==> config.mk <==
export PLATFORM = sky130hd
export DESIGN_NAME = trig_capture_buf
export DESIGN_NICKNAME = d
export VERILOG_FILES = /design/src/rtl/cap_pkg.sv /design/src/rtl/cap_probe_pipe.sv /design/src/rtl/cap_store.sv /design/src/rtl/cap_ctrl.sv /design/src/rtl/trig_capture_buf.sv
export SDC_FILE = /design/constraint.sdc
export NUM_CORES = 1
export LEC_CHECK = 0
export BUFFER_PORTS_ARGS = -buffer_cell sky130_fd_sc_hd__buf_2
export CAP_MARGIN = 20
export CELL_PAD_IN_SITES_DETAIL_PLACEMENT = 0
export CELL_PAD_IN_SITES_GLOBAL_PLACEMENT = 1
export CORE_MARGIN = 4
export CORE_UTILIZATION = 49
export DETAILED_ROUTE_END_ITERATION = 8
export PLACE_DENSITY_LB_ADDON = 0.2
export SKIP_CTS_REPAIR_TIMING = 1
export SYNTH_ARGS = -nofsm -noshare
export SYNTH_HDL_FRONTEND = slang
export SYNTH_SLANG_ARGS = --single-unit
==> constraint.sdc <==
create_clock -name clk -period 3.2 [get_ports clk]
set_input_delay 0.64 -clock clk [delete_from_list [all_inputs] [get_ports clk]]
set_output_delay 0.64 -clock clk [all_outputs]
set_load 0.01 [all_outputs]
==> src/rtl/cap_pkg.sv <==
package cap_pkg;

    typedef enum logic [2:0] {
        ST_IDLE,
        ST_FILL,
        ST_WAIT,
        ST_POST,
        ST_DONE
    } cap_state_e;

    // Samples kept ahead of the trigger for a placement code.
    function automatic int pre_len(input logic [1:0] mode, input int depth);
        case (mode)
            2'd0:    return (depth * 12) / 100;
            2'd2:    return (depth * 88) / 100;
            default: return depth / 2;
        endcase
    endfunction

endpackage

==> src/rtl/cap_probe_pipe.sv <==
module cap_probe_pipe #(
    parameter int PROBE_W = 8,
    parameter int SEL_W   = 3
) (
    input  logic               clk,
    input  logic               rst_n,
    input  logic [PROBE_W-1:0] probe_i,
    input  logic [SEL_W-1:0]   sel_i,
    input  logic               rise_i,
    output logic [PROBE_W-1:0] samp_o,
    output logic               hit_o
);

    typedef struct packed {
        logic [PROBE_W-1:0] cur;
        logic [PROBE_W-1:0] prev;
    } pipe_t;

    pipe_t pq, pd;

    always_comb begin
        pd      = pq;
        pd.cur  = probe_i;
        pd.prev = pq.cur;
    end

    always_ff @(posedge clk or negedge rst_n) begin
        if (!rst_n) pq <= '0;
        else        pq <= pd;
    end

    logic bit_now, bit_was;
    always_comb begin
        bit_now = pq.cur[sel_i];
        bit_was = pq.prev[sel_i];
        hit_o   = rise_i ? (!bit_was && bit_now) : (bit_was && !bit_now);
    end

    assign samp_o = pq.cur;

    AST_HIT_NEEDS_CHANGE: assert property (@(posedge clk) disable iff (!rst_n)
        hit_o |-> (samp_o != $past(samp_o)));

endmodule

==> src/rtl/cap_store.sv <==
module cap_store #(
    parameter int PROBE_W = 8,
    parameter int DEPTH   = 64,
    localparam int AW     = $clog2(DEPTH)
) (
    input  logic               clk,
    input  logic               rst_n,
    input  logic               we_i,
    input  logic [AW-1:0]      wa_i,
    input  logic [PROBE_W-1:0] wd_i,
    input  logic [AW-1:0]      base_i,
    input  logic [AW-1:0]      off_i,
    output logic [PROBE_W-1:0] rd_o
);

    logic [PROBE_W-1:0] mem [DEPTH];
    logic [PROBE_W-1:0] rd_d, rd_q;
    logic [AW-1:0]      ra;

    always_ff @(posedge clk) begin
        if (we_i) mem[wa_i] <= wd_i;
    end

    always_comb begin
        ra   = base_i + off_i;
        rd_d = mem[ra];
    end

    always_ff @(posedge clk or negedge rst_n) begin
        if (!rst_n) rd_q <= '0;
        else        rd_q <= rd_d;
    end

    assign rd_o = rd_q;

endmodule

==> src/rtl/cap_ctrl.sv <==
module cap_ctrl
    import cap_pkg::*;
#(
    parameter int DEPTH   = 64,
    parameter int SEL_W   = 3,
    localparam int AW     = $clog2(DEPTH),
    localparam int CW     = AW + 1
) (
    input  logic             clk,
    input  logic             rst_n,
    input  logic             arm_i,
    input  logic [1:0]       mode_i,
    input  logic [SEL_W-1:0] sel_i,
    input  logic             rise_i,
    input  logic             hit_i,
    output logic             we_o,
    output logic [AW-1:0]    wa_o,
    output logic [AW-1:0]    base_o,
    output logic [SEL_W-1:0] sel_o,
    output logic             rise_o,
    output logic             capturing_o,
    output logic             waiting_o,
    output logic             done_o
);

    localparam logic [CW-1:0] DEPTH_C = CW'(DEPTH);
    localparam logic [CW-1:0] PRE_LO  = CW'(pre_len(2'd0, DEPTH));
    localparam logic [CW-1:0] PRE_MID = CW'(pre_len(2'd1, DEPTH));
    localparam logic [CW-1:0] PRE_HI  = CW'(pre_len(2'd2, DEPTH));

    typedef struct packed {
        cap_state_e       st;
        logic [AW-1:0]    wr_ptr;
        logic [CW-1:0]    cnt;
        logic [CW-1:0]    pre;
        logic [CW-1:0]    left;
        logic [AW-1:0]    trig;
        logic [SEL_W-1:0] sel;
        logic             rise;
    } ctrl_t;

    ctrl_t cq, cd;
    logic  we_d;
    logic [CW-1:0] pre_pick, cnt_inc;

    always_comb begin
        case (mode_i)
            2'd0:    pre_pick = PRE_LO;
            2'd2:    pre_pick = PRE_HI;
            default: pre_pick = PRE_MID;
        endcase
        cnt_inc = cq.cnt + 1'b1;
    end

    always_comb begin
        cd   = cq;
        we_d = 1'b0;
        case (cq.st)
            ST_IDLE, ST_DONE: begin
                if (arm_i) begin
                    cd.st     = ST_FILL;
                    cd.wr_ptr = '0;
                    cd.cnt    = '0;
                    cd.left   = '0;
                    cd.pre    = pre_pick;
                    cd.sel    = sel_i;
                    cd.rise   = rise_i;
                end
            end
            ST_FILL: begin
                we_d      = 1'b1;
                cd.wr_ptr = cq.wr_ptr + 1'b1;
                cd.cnt    = cnt_inc;
                if (cnt_inc == cq.pre) cd.st = ST_WAIT;
            end
            ST_WAIT: begin
                we_d      = 1'b1;
                cd.wr_ptr = cq.wr_ptr + 1'b1;
                if (hit_i) begin
                    cd.st   = ST_POST;
                    cd.trig = cq.wr_ptr;
                    cd.left = DEPTH_C - cq.pre - 1'b1;
                end
            end
            ST_POST: begin
                we_d      = 1'b1;
                cd.wr_ptr = cq.wr_ptr + 1'b1;
                cd.left   = cq.left - 1'b1;
                if (cq.left == CW'(1)) cd.st = ST_DONE;
            end
            default: cd.st = ST_IDLE;
        endcase
    end

    always_ff @(posedge clk or negedge rst_n) begin
        if (!rst_n) begin
            cq    <= '0;
            cq.st <= ST_IDLE;
        end else begin
            cq <= cd;
        end
    end

    assign we_o        = we_d;
    assign wa_o        = cq.wr_ptr;
    assign base_o      = cq.trig - cq.pre[AW-1:0];
    assign sel_o       = cq.sel;
    assign rise_o      = cq.rise;
    assign capturing_o = (cq.st == ST_FILL) || (cq.st == ST_WAIT) || (cq.st == ST_POST);
    assign waiting_o   = (cq.st == ST_WAIT);
    assign done_o      = (cq.st == ST_DONE);

    AST_PTR_STEP: assert property (@(posedge clk) disable iff (!rst_n)
        capturing_o |=> (cq.wr_ptr == $past(cq.wr_ptr) + 1'b1));
    AST_WAIT_AFTER_PRE: assert property (@(posedge clk) disable iff (!rst_n)
        $rose(waiting_o) |-> (cq.cnt == cq.pre));
    AST_HOLD_WAIT: assert property (@(posedge clk) disable iff (!rst_n)
        (waiting_o && !hit_i) |=> waiting_o);
    AST_DONE_FROM_POST: assert property (@(posedge clk) disable iff (!rst_n)
        $rose(done_o) |-> ($past(cq.st) == ST_POST));
    AST_DONE_HOLD: assert property (@(posedge clk) disable iff (!rst_n)
        (done_o && !arm_i) |=> done_o);
    AST_ARM_NO_RESTART: assert property (@(posedge clk) disable iff (!rst_n)
        ((cq.st == ST_POST) && arm_i) |=> ((cq.st == ST_POST) || (cq.st == ST_DONE)));

endmodule

==> src/rtl/trig_capture_buf.sv <==
module trig_capture_buf #(
    parameter int PROBE_W = 8,
    parameter int DEPTH   = 64,
    localparam int SEL_W  = (PROBE_W > 1) ? $clog2(PROBE_W) : 1,
    localparam int AW     = $clog2(DEPTH)
) (
    input  logic               clk,
    input  logic               rst_n,
    input  logic [PROBE_W-1:0] probe_i,
    input  logic               arm_i,
    input  logic [1:0]         mode_i,
    input  logic [SEL_W-1:0]   trig_sel_i,
    input  logic               trig_rise_i,
    input  logic [AW-1:0]      rd_addr_i,
    output logic [PROBE_W-1:0] rd_data_o,
    output logic               capturing_o,
    output logic               waiting_o,
    output logic               done_o
);

    logic [PROBE_W-1:0] samp;
    logic               hit, we, rise_l;
    logic [AW-1:0]      wa, base;
    logic [SEL_W-1:0]   sel_l;

    cap_probe_pipe #(.PROBE_W(PROBE_W), .SEL_W(SEL_W)) u_pipe (
        .clk(clk), .rst_n(rst_n), .probe_i(probe_i),
        .sel_i(sel_l), .rise_i(rise_l), .samp_o(samp), .hit_o(hit)
    );

    cap_ctrl #(.DEPTH(DEPTH), .SEL_W(SEL_W)) u_ctrl (
        .clk(clk), .rst_n(rst_n), .arm_i(arm_i), .mode_i(mode_i),
        .sel_i(trig_sel_i), .rise_i(trig_rise_i), .hit_i(hit),
        .we_o(we), .wa_o(wa), .base_o(base), .sel_o(sel_l), .rise_o(rise_l),
        .capturing_o(capturing_o), .waiting_o(waiting_o), .done_o(done_o)
    );

    cap_store #(.PROBE_W(PROBE_W), .DEPTH(DEPTH)) u_store (
        .clk(clk), .rst_n(rst_n), .we_i(we), .wa_i(wa), .wd_i(samp),
        .base_i(base), .off_i(rd_addr_i), .rd_o(rd_data_o)
    );

endmodule

# --- Word level (Yosys, flattened, before mapping) ---
# Memories as Yosys holds them, arrays and structs flattened. A register that Yosys moved wholly into a read port is not among the register bits.
# Cells that the tools add are included.
totals:
  regBits: 56
  ram_bits: 512
  out_inout_bits: 11
  elab_cells: 68
  mem_count: 1
mem_list:
  columns: ["name", "depth", "word_bits", "rd", "rd_ports_with_merged_regs", "wr", "line_no", "rtl"]
  rows:
  - ["u_store.mem", 64, 8, 1, 1, 1, "cap_store.sv:16", "logic [PROBE_W-1:0] mem [DEPTH];"]
op_classes:
  n_addsub: 7
  n_lt_le_gt_ge: 1
  eq_ne: 11
  n_mux: 18
  n_reduce_logical: 20
ops:
  columns: ["operator", "count"]
  rows:
  - ["$mux 30", 1]
  - ["$pmux 6 s2", 2]
  - ["$pmux 7 s3", 1]
  - ["$pmux 7 s2", 1]
  - ["$sub 7x1->7 const B", 2]
  - ["$mux 13", 1]
  - ["$pmux 3 s4", 1]
  - ["$mux 3", 3]
  - ["$reduce_and 2->1", 4]
  - ["$add 7x1->7 const B", 1]
  - ["$eq 7x1->1 const B", 1]
  - ["$eq 7x7->1", 1]
  - ["$sub 7x7->7 const A", 1]
  - ["$add 6x1->6 const B", 1]
  - ["$add 6x6->6", 1]
  - ["$bmux 1 s3", 2]
  - ["$eq 3x2->1 const B", 2]
  - ["$mux 1", 6]
  - ["$ne 2x1->1 const B", 3]
  - ["$sub 6x6->6", 1]
  - ["$lt 3x4->1 const B", 1]
  - ["$reduce_and 4->1", 1]
  - ["$reduce_bool 2->1", 2]
  - ["$eq 3x1->1 const B", 1]
  - ["other kinds (12)", 16]

# --- Logic depth before layout (Yosys ltp) ---
# Gate-level depths: netlist of the first run.
depth:
  ltp_word: 7
  depth_mapped: 13

# --- Modules after synthesis ---
# Synthesis of the first run repeated with hierarchy kept, for this count alone.
hier_totals:
  cells_unflattened: 1262
  area_unflattened_um2: 23161.0
by_module_without_submodules:
  columns: ["module", "n_inst", "cells_each", "area_each_um2"]
  rows:
  - ["cap_store", 1, 1001, 20438.4]
  - ["cap_ctrl", 1, 227, 2110.8]
  - ["cap_probe_pipe", 1, 34, 611.8]

# --- Least setup slack after synthesis of the first run ---
# OpenSTA, ideal clock, no wires.
synth_path:
  path_kind: "input to register"
  start: "input port rd_addr_i[1]"
  end: "register u_store.rd_q[0], in the netlist u_store.rd_o[0], read port of u_store.mem"
  arrival_time_ns: 3.115
  path_slack_ns: -0.062
  path_stages: 10
  cell_sequence: "inv_1 > fa_1 > fa_1 > clkbuf_1 > clkbuf_1 > mux4_2 > mux2i_1 > mux2i_1 > a22oi_1 > o221ai_1"
synth_via:
  elab_chain_len: 1
synth_lines:
  columns: ["item", "line_no", "rtl"]
  rows:
  - ["start: declaration", "trig_capture_buf.sv:14", "input logic [AW-1:0] rd_addr_i,"]
  - ["$add 6x6->6", "cap_store.sv:25", "ra = base_i + off_i;"]
  - ["end: declaration", "cap_store.sv:17", "logic [PROBE_W-1:0] rd_d, rd_q;"]
# Every way passes these cells.
# A chain may end at the register's enable or synchronous reset.

# --- Final worst setup path of the first run ---
layout_path:
  start: "register u_ctrl.cq[19] in the netlist's numbering"
  end: "register u_store.rd_q[1], in the netlist u_store.rd_o[1], read port of u_store.mem"
layout_via:
  elab_chain_len: 2
layout_lines:
  columns: ["item", "line_no", "rtl"]
  rows:
  - ["start: declaration", "cap_ctrl.sv:42", "ctrl_t cq, cd;"]
  - ["$sub 6x6->6", "cap_ctrl.sv:106", "assign base_o = cq.trig - cq.pre[AW-1:0];"]
  - ["$add 6x6->6", "cap_store.sv:25", null]
# Every way passes these cells.

==> flow_summary.yaml, run 1 <==
timing:
  setup_ws_ns: -0.364
  worst_slew_pin_slew_ns: 0.771
  fin_crit_sh_pct: 111
  relSlewSlack_pct: 48.6
  fin_skew_ns: 0.0201
  layout_min_cycle_time_ns: 3.56
  slew_violations: 0
  rsz0062_at_grt: "true"
  fmax_mhz: 281
  setup_viol: 8
  hold_viol_final: 0
run_status:
  violations: "setup timing"
  status: "complete, but fails checks"
synthesis:
  syn_area_um2: 23200
  synth_cell_types: 63
  synth_area_leaders: "edfxtp_1 66%, mux4_2 12%, dfrtp_1 6.5%, mux2i_1 2.1%, nand2_1 1.9%"
  yosys_warnings: 0
  yosys.area.top_type: "edfxtp_1"
  synth_top_area_share_pct: 66.3
  avgSynthCellArea_um2: 18.1
  yosys_most_used_dff: "edfxtp_1"
  synth-edff-count: 512
  synthCells: 1284
  synth-seq-area-share_pct: 72.8
  syn-num-nets: 1322
  async_flop_share_pct: 10.5
  synth_commonest_cells: "512 x edfxtp_1, 128 x mux4_2, 120 x nand2_1"
  yosys.cell_count.top_type: "edfxtp_1"
  synth-seq-cells: 572
clocking:
  h-tree-depth: 2
  cts_max_path_buffers: 3
  path_clk_slew_ns: 0.06
  worst_skew_pair.late_latency_ns: 0.60
  cts_tree: "yes"
  clock-sinks: 572
  numCtsBuffers: 56
  clockRootBuffer: "clkbuf_16"
final_layout:
  diodes: 0
  drive_gt1_share_pct: 30.4
  syn2layout_area_growth_pct: 17.9
  nNetsFinal: 1506
  fin_area_um2: 27300
route:
  routed_wl_um: 53700
  drt_iter0_drc: 989
  vias: 12300
  viasPerCell: 5.81
  wire_per_inst_um: 25.3
  drc: 0
  drt-pass1-iter-count: 5
  antenna_left: 0
grt:
  grt_max_degree: 66
  grt_pass1_wl_um: 80100
  grt_overflow: 0
  first_global_vias: 12500
  grt_use_total_pct: 21.3
  antenna_found_initial: 0
setup_path:
  startpoint: "u_ctrl.cq[19]"
  arrival_ns: 4.03
  critPathBufInv: 4
  cp_max_fo: 14
  max_stage_delay_ns: 0.93
  crit_family: "adder cells"
  reg2regPathDepth: 11
  r2r-end: "u_store.rd_o[1]"
  r2r_slack_ns: -0.36
  timing.rr.start: "u_ctrl.cq[19]"
  crit_type: "reg -> reg"
  cpMaxStageDelayCell: "fa_4"
  crit_required_ns: 3.67
  end_kind: "flip-flop"
  cp-start-kind: "flip-flop"
  crit_chain: "buf_6, fa_2, fa_4, buf_16, buf_6, buf_12, mux4_2, nand2_1, nand2_1, o21ai_0, o221ai_2"
min_path:
  min_path_cells: 1
  holdPathEnd: "u_pipe.samp_o[3]"
  holdCritPathClass: "in -> reg"
  worstHoldStart: "probe_i[3]"
floorplanning:
  start_util_pct: 49.7
  pin_count: 34
  die_h_um: 226
  rows: 79
  fp.dieArea_um2: 50900
  core_area_um2: 46700
  die_x_um: 226
place:
  port_buffers: 33
  gp_routability_congestion: 0.830
  place_ws_ns: -0.812
  dpl-instance-area_um2: 25200
  hpwl_um: 33700
job:
  drv_cap: 0
## placed cells by master (no fill, tap or decap), types with 25 or more instances in the layout
cell / n
nand2_1: 119
clkbuf_16: 59
edfxtp_1: 512
inv_1: 27
o21ai_0: 25
nand3_1: 32
mux2i_1: 33
buf_4: 133
mux4_2: 128
nor2_1: 91
buf_2: 33
dfrtp_1: 51
## layer usage
layer	wire, um	GRT usage, %	share of wire, %
met3	2800	3.33	5.2
met1	22800	29.8	42
met2	27100	35.6	50
met4	973	5.26	1.8
met5	0	0	0
## worst reg2reg max path: stages, from the launching register on
cell and delay [ns]:
dfrtp_2 0.46, buf_6 0.15, fa_2 0.45, fa_4 0.93
buf_16 0.18, buf_6 0.17, buf_12 0.16, mux4_2 0.32
nand2_1 0.09, nand2_1 0.09, o21ai_0 0.29, o221ai_2 0.16
## worst max-delay path by stage
| stage | to | slack (ns) | cells after the start |
|---|---|---|---|
| 2_1_floorplan | u_store.rd_o[6] | 0.003 | 10 |
| 3_3_place_gp | u_store.rd_o[3] | -0.79 | 12 |
| 3_5_place_dp | u_store.rd_o[3] | -0.81 | 12 |
| 4_1_cts | u_store.rd_o[3] | -0.55 | 11 |
| 5_1_grt | u_store.rd_o[1] | -0.44 | 11 |
| 6_report | u_store.rd_o[1] | -0.36 | 11 |
## sequential cells by signal (all words and copies together) (netlist names)
name,count
u_ctrl.sel_o,3
u_ctrl.wa_o,6
u_pipe.pq,8
u_pipe.samp_o,8
u_store.rd_o,8
u_ctrl.rise_o,1
u_ctrl.cq,26
u_store.mem,512
## final cells by class
type,count,area [um2]
repair buffers,195,1700
clock inverters,20,244
inverters,27,101
clock buffers,85,1580
flip-flops and latches,572,16900
fillers,3527,19300
well taps,607,759
multi-input cells,616,6070
## metrics by stage
stage               utilization [%]  TNS [ns]  cells  hold slack (ns)
floorplan                         -         0   1284            0.344
detailed placement             54.0     -5.76   2002            0.401
global placement               54.0     -5.58   2002            0.396
finish                         58.6     -2.54   2122            0.140
global route                   58.6     -3.18   2122            0.114
CTS                            57.9     -3.75   2107           -0.129
## cells by family (layout without fill, tap and decap cells)
logic type      after synthesis  after routing  synth area share [%]
buf+inv                      96            327                  1.79
xor+xnor                     16             16                 0.637
flops                       572            572                  72.8
mux                         183            183                  14.9
simple gates                309            309                  6.12
compound gates               93             93                  2.79
fa+ha+maj                    15             15                 0.971
Power of run 1 is not shown: default switching activity piles up to over one toggle a cycle in this logic, so the estimate is an artifact.
==> run 2, diff against run 1 <==
--- a/config.mk
+++ b/config.mk
@@ -9,6 +9,7 @@
 export CAP_MARGIN = 20
 export CELL_PAD_IN_SITES_DETAIL_PLACEMENT = 0
 export CELL_PAD_IN_SITES_GLOBAL_PLACEMENT = 1
+export CORE_ASPECT_RATIO = 1.75
 export CORE_MARGIN = 4
 export CORE_UTILIZATION = 49
 export DETAILED_ROUTE_END_ITERATION = 8
==> run 2 against run 1 <==
- the run still ends with setup timing left
- non-clock buffer count is 1 lower
- die area rose by 0.27%
- global-route usage increased by 0.41 points
- worst hold slack worse by 0.022 ns
- sequential share of layout area increased by 0.45 points
- cell count is 1.6% lower
- largest cell class unchanged
==> flow_summary.yaml, run 2 (synthesized netlist as in run 1, its figures left out) <==
floorplanning:
  fp.dieArea_um2: 51000
  pin_count: 34
  core_area_um2: 46900
  die_h_um: 296
  die_x_um: 172
  rows: 105
  start_util_pct: 49.5
route:
  wire_per_inst_um: 25.9
  drt_iter0_drc: 1052
  routed_wl_um: 54100
  viasPerCell: 5.84
  drt-pass1-iter-count: 5
  antenna_left: 0
  vias: 12200
  drc: 0
clocking:
  cts_tree: "yes"
  path_clk_slew_ns: 0.07
  cts_max_path_buffers: 3
  h-tree-depth: 2
  worst_skew_pair.late_latency_ns: 0.58
  clockRootBuffer: "clkbuf_16"
  clock-sinks: 572
  numCtsBuffers: 50
setup_path:
  end_kind: "flip-flop"
  crit_type: "reg -> reg"
  startpoint: "u_ctrl.cq[19]"
  r2r_slack_ns: -0.31
  crit_required_ns: 3.61
  r2r-end: "u_store.rd_o[2]"
  cp-start-kind: "flip-flop"
  cp_max_fo: 7
  arrival_ns: 3.92
  reg2regPathDepth: 11
  timing.rr.start: "u_ctrl.cq[19]"
final_layout:
  layout_common_cells: "512 x edfxtp_1, 132 x buf_4, 128 x mux4_2"
  diodes: 0
  nNetsFinal: 1499
  largest-register: "u_store.mem"
  reg.largest.list: "u_store.mem: 512 flops, u_ctrl.cq: 26 flops"
  drive_gt1_share_pct: 30.4
  largest_reg_flops: 512
  syn2layout_area_growth_pct: 17.0
  final_common_cell: "edfxtp_1"
  fin_area_um2: 27100
run_status:
  violations: "setup timing"
  status: "complete, but fails checks"
timing:
  setup_viol: 8
  fin_skew_ns: 0.0208
  slew_violations: 0
  setup_ws_ns: -0.309
  setup_tns_ns: -2.32
  fmax_mhz: 285
  layout_min_cycle_time_ns: 3.51
  hold_viol_final: 0
  worst_slew_pin_slew_ns: 0.828
  rsz0062_at_grt: "true"
  relSlewSlack_pct: 44.4
  fin_crit_sh_pct: 110
place:
  port_buffers: 33
  dpl-instance-area_um2: 25200
  gp_routability_congestion: 0.840
  hpwl_um: 36200
grt:
  grt_use_total_pct: 21.7
  antenna_found_initial: 0
  grt_pass1_wl_um: 81300
  grt_max_degree: 66
  grt_overflow: 0
  first_global_vias: 12900
min_path:
  holdCritPathClass: "in -> async"
job:
  drv_cap: 0
run 2: final cells by class:
class                           instances  area [um2]
Clock buffer                           58        1360
Multi-Input combinational cell        616        6050
Timing Repair Buffer                  194        1690
Sequential cell                       572       16900
Tap cell                              588         736
Fill cell                            3500       19800
Inverter                               27         101
Clock inverter                         34         330
run 2: layer usage:
| layer | vias to the layer above | share of wire [%] | track usage, % |
|---|---|---|---|
| met5 | - | 0 | 0 |
| met4 | 0 | 2.1 | 5.70 |
| met3 | 66 | 3.7 | 2.01 |
| met2 | 278 | 57 | 40.6 |
| met1 | 6448 | 37 | 26.8 |
| li1 | 5415 | - | - |
run 2: metrics by stage:
stage	hold WS, ns	utilization (%)	setup WS (ns)	cells
floorplan	0.344	-	0.00281	1284
global placement	0.404	53.7	-0.762	1982
detailed placement	0.404	53.7	-0.769	1982
CTS	0.109	57.3	-0.466	2074
global route	0.143	57.9	-0.417	2089
finish	0.118	57.9	-0.309	2089
run 2: how the worst max path moves through the flow:
stage / cells after the start / to / slack (ns)
after global placement: 11 / u_store.rd_o[4] / -0.76
after floorplan: 10 / u_store.rd_o[6] / 0.003
after CTS: 11 / u_store.rd_o[1] / -0.47
final: 11 / u_store.rd_o[2] / -0.31
after global routing: 11 / u_store.rd_o[6] / -0.42
after detailed placement: 12 / u_store.rd_o[1] / -0.77
run 2: critical path, stage by stage, from the launching register on:
cell and delay [ns]:
dfrtp_1 0.43, buf_6 0.14, fa_2 0.45, fa_4 0.94
buf_8 0.15, buf_12 0.12, buf_6 0.11, mux4_2 0.30
mux2i_2 0.21, mux2i_2 0.15, a22oi_1 0.19, o221ai_1 0.15
Power of run 2 is left out for the same reason.
==> run 3, diff against run 2 <==
--- a/config.mk
+++ b/config.mk
@@ -10,7 +10,7 @@
 export CELL_PAD_IN_SITES_DETAIL_PLACEMENT = 0
 export CELL_PAD_IN_SITES_GLOBAL_PLACEMENT = 1
 export CORE_ASPECT_RATIO = 1.75
-export CORE_MARGIN = 4
+export CORE_MARGIN = 2
 export CORE_UTILIZATION = 49
 export DETAILED_ROUTE_END_ITERATION = 8
 export PLACE_DENSITY_LB_ADDON = 0.2
==> run 3 against run 2 <==
- the flow still finishes with violations (setup timing)
- sequential share of layout area fell by 0.35 points
- wire length rose by 1.1%
- clock skew rose by 0.0031 ns
- global-route usage rose by 0.99 points
==> flow_summary.yaml, run 3 (synthesized netlist as in run 1, its figures left out) <==
route:
  drt-pass1-iter-count: 5
  routed_wl_um: 54600
  wire_per_inst_um: 26.1
  viasPerCell: 5.78
  antenna_left: 0
  drc: 0
  vias: 12100
  drt_iter0_drc: 875
final_layout:
  drive_gt1_share_pct: 31.3
  final_common_cell: "edfxtp_1"
  fin_area_um2: 27300
  diodes: 0
  nNetsFinal: 1506
  reg.largest.list: "u_store.mem: 512 flops, u_ctrl.cq: 26 flops"
  syn2layout_area_growth_pct: 17.7
  largest_reg_flops: 512
  largest-register: "u_store.mem"
  layout_common_cells: "512 x edfxtp_1, 142 x buf_4, 128 x mux4_2"
setup_path:
  crit_type: "reg -> reg"
  arrival_ns: 3.92
  reg2regPathDepth: 11
  startpoint: "u_ctrl.cq[19]"
  timing.rr.start: "u_ctrl.cq[19]"
  end_kind: "flip-flop"
  crit_required_ns: 3.64
  cp-start-kind: "flip-flop"
  r2r_slack_ns: -0.28
  r2r-end: "u_store.rd_o[6]"
  cp_max_fo: 7
place:
  port_buffers: 33
  gp_routability_congestion: 0.898
  hpwl_um: 36000
  place_ws_ns: -1.08
  dpl-instance-area_um2: 25200
floorplanning:
  die_h_um: 292
  pin_count: 34
  core_area_um2: 46800
  start_util_pct: 49.6
  fp.dieArea_um2: 49200
  die_x_um: 168
  rows: 105
run_status:
  violations: "setup timing"
  status: "complete, but fails checks"
timing:
  whs_ns: 0.172
  fin_crit_sh_pct: 109
  setup_ws_ns: -0.281
  layout_min_cycle_time_ns: 3.48
  hold_viol_final: 0
  fin_skew_ns: 0.0238
  fmax_mhz: 287
  slew_violations: 0
  rsz0062_at_grt: "true"
  worst_slew_pin_slew_ns: 0.925
  relSlewSlack_pct: 38.4
  setup_viol: 8
grt:
  met2_usage_pct: 43.6
  grt_max_degree: 66
  grt_use_total_pct: 22.7
  grt_util_met3_pct: 2.30
  top_usage_layer: "met2"
  grt_pass1_wl_um: 81500
  use_met1_pct: 26.2
  grt_overflow: 0
  antenna_found_initial: 0
  first_global_vias: 12800
clocking:
  path_clk_slew_ns: 0.07
  clockRootBuffer: "clkbuf_16"
  h-tree-depth: 2
  cts_max_path_buffers: 3
  worst_skew_pair.late_latency_ns: 0.58
  cts_tree: "yes"
  clock-sinks: 572
  numCtsBuffers: 49
min_path:
  worstHoldStart: "probe_i[4]"
  holdPathEnd: "u_pipe.samp_o[4]"
  min_path_cells: 1
  holdCritPathClass: "in -> reg"
job:
  drv_cap: 0
[run 3: changes by cell type in the layout (fill, tap and decap cells not counted), sizes merged]
cell      previous run  this run
buf                190       201
clkinv              22        12
clkbuf              62        67
clkinvlp             3         6
inv                 30        29
[run 3: how the worst max path moves through the flow]
stage                 endpoint  slack (ns)  cells after the start
5_1_grt        u_store.rd_o[2]       -0.37                     12
3_3_place_gp   u_store.rd_o[0]       -1.12                     11
3_5_place_dp   u_store.rd_o[2]       -1.08                     11
2_1_floorplan  u_store.rd_o[6]       0.003                     10
6_report       u_store.rd_o[6]       -0.28                     11
4_1_cts        u_store.rd_o[2]       -0.83                     10
[run 3: cell type report]
type | count | area, um2
fill | 3527 | 19500
sequential | 572 | 16900
multi-input combinational | 616 | 6150
timing repair buffer | 202 | 1740
clock buffer | 66 | 1390
tap | 588 | 736
clock inverter | 26 | 295
inverter | 27 | 101
[run 3: through the flow]
step | cells | util (%) | TNS, ns
final | 2097 | 58.4 | -1.97
after global routing | 2097 | 58.4 | -2.68
after CTS | 2075 | 57.4 | -4.93
after detailed placement | 1983 | 53.8 | -6.98
after global placement | 1983 | 53.8 | -7.13
after floorplan | 1284 | - | 0
[run 3: layer usage]
layer  vias to the layer above  share of wire [%]
met4                         0                3.3
met2                       282                 57
li1                       5431                  -
met3                        89                3.4
met1                      6328                 36
met5                         -                  0
[run 3: critical path: stages (launching register included)]
cell	delay, ns
dfrtp_2	0.46
buf_6	0.14
fa_1	0.47
fa_4	0.87
buf_12	0.14
clkbuf_16	0.16
mux4_2	0.34
mux2i_1	0.20
mux2i_1	0.15
a22oi_1	0.18
buf_4	0.15
o221ai_1	0.09
Power of run 3 is left out for the same reason.
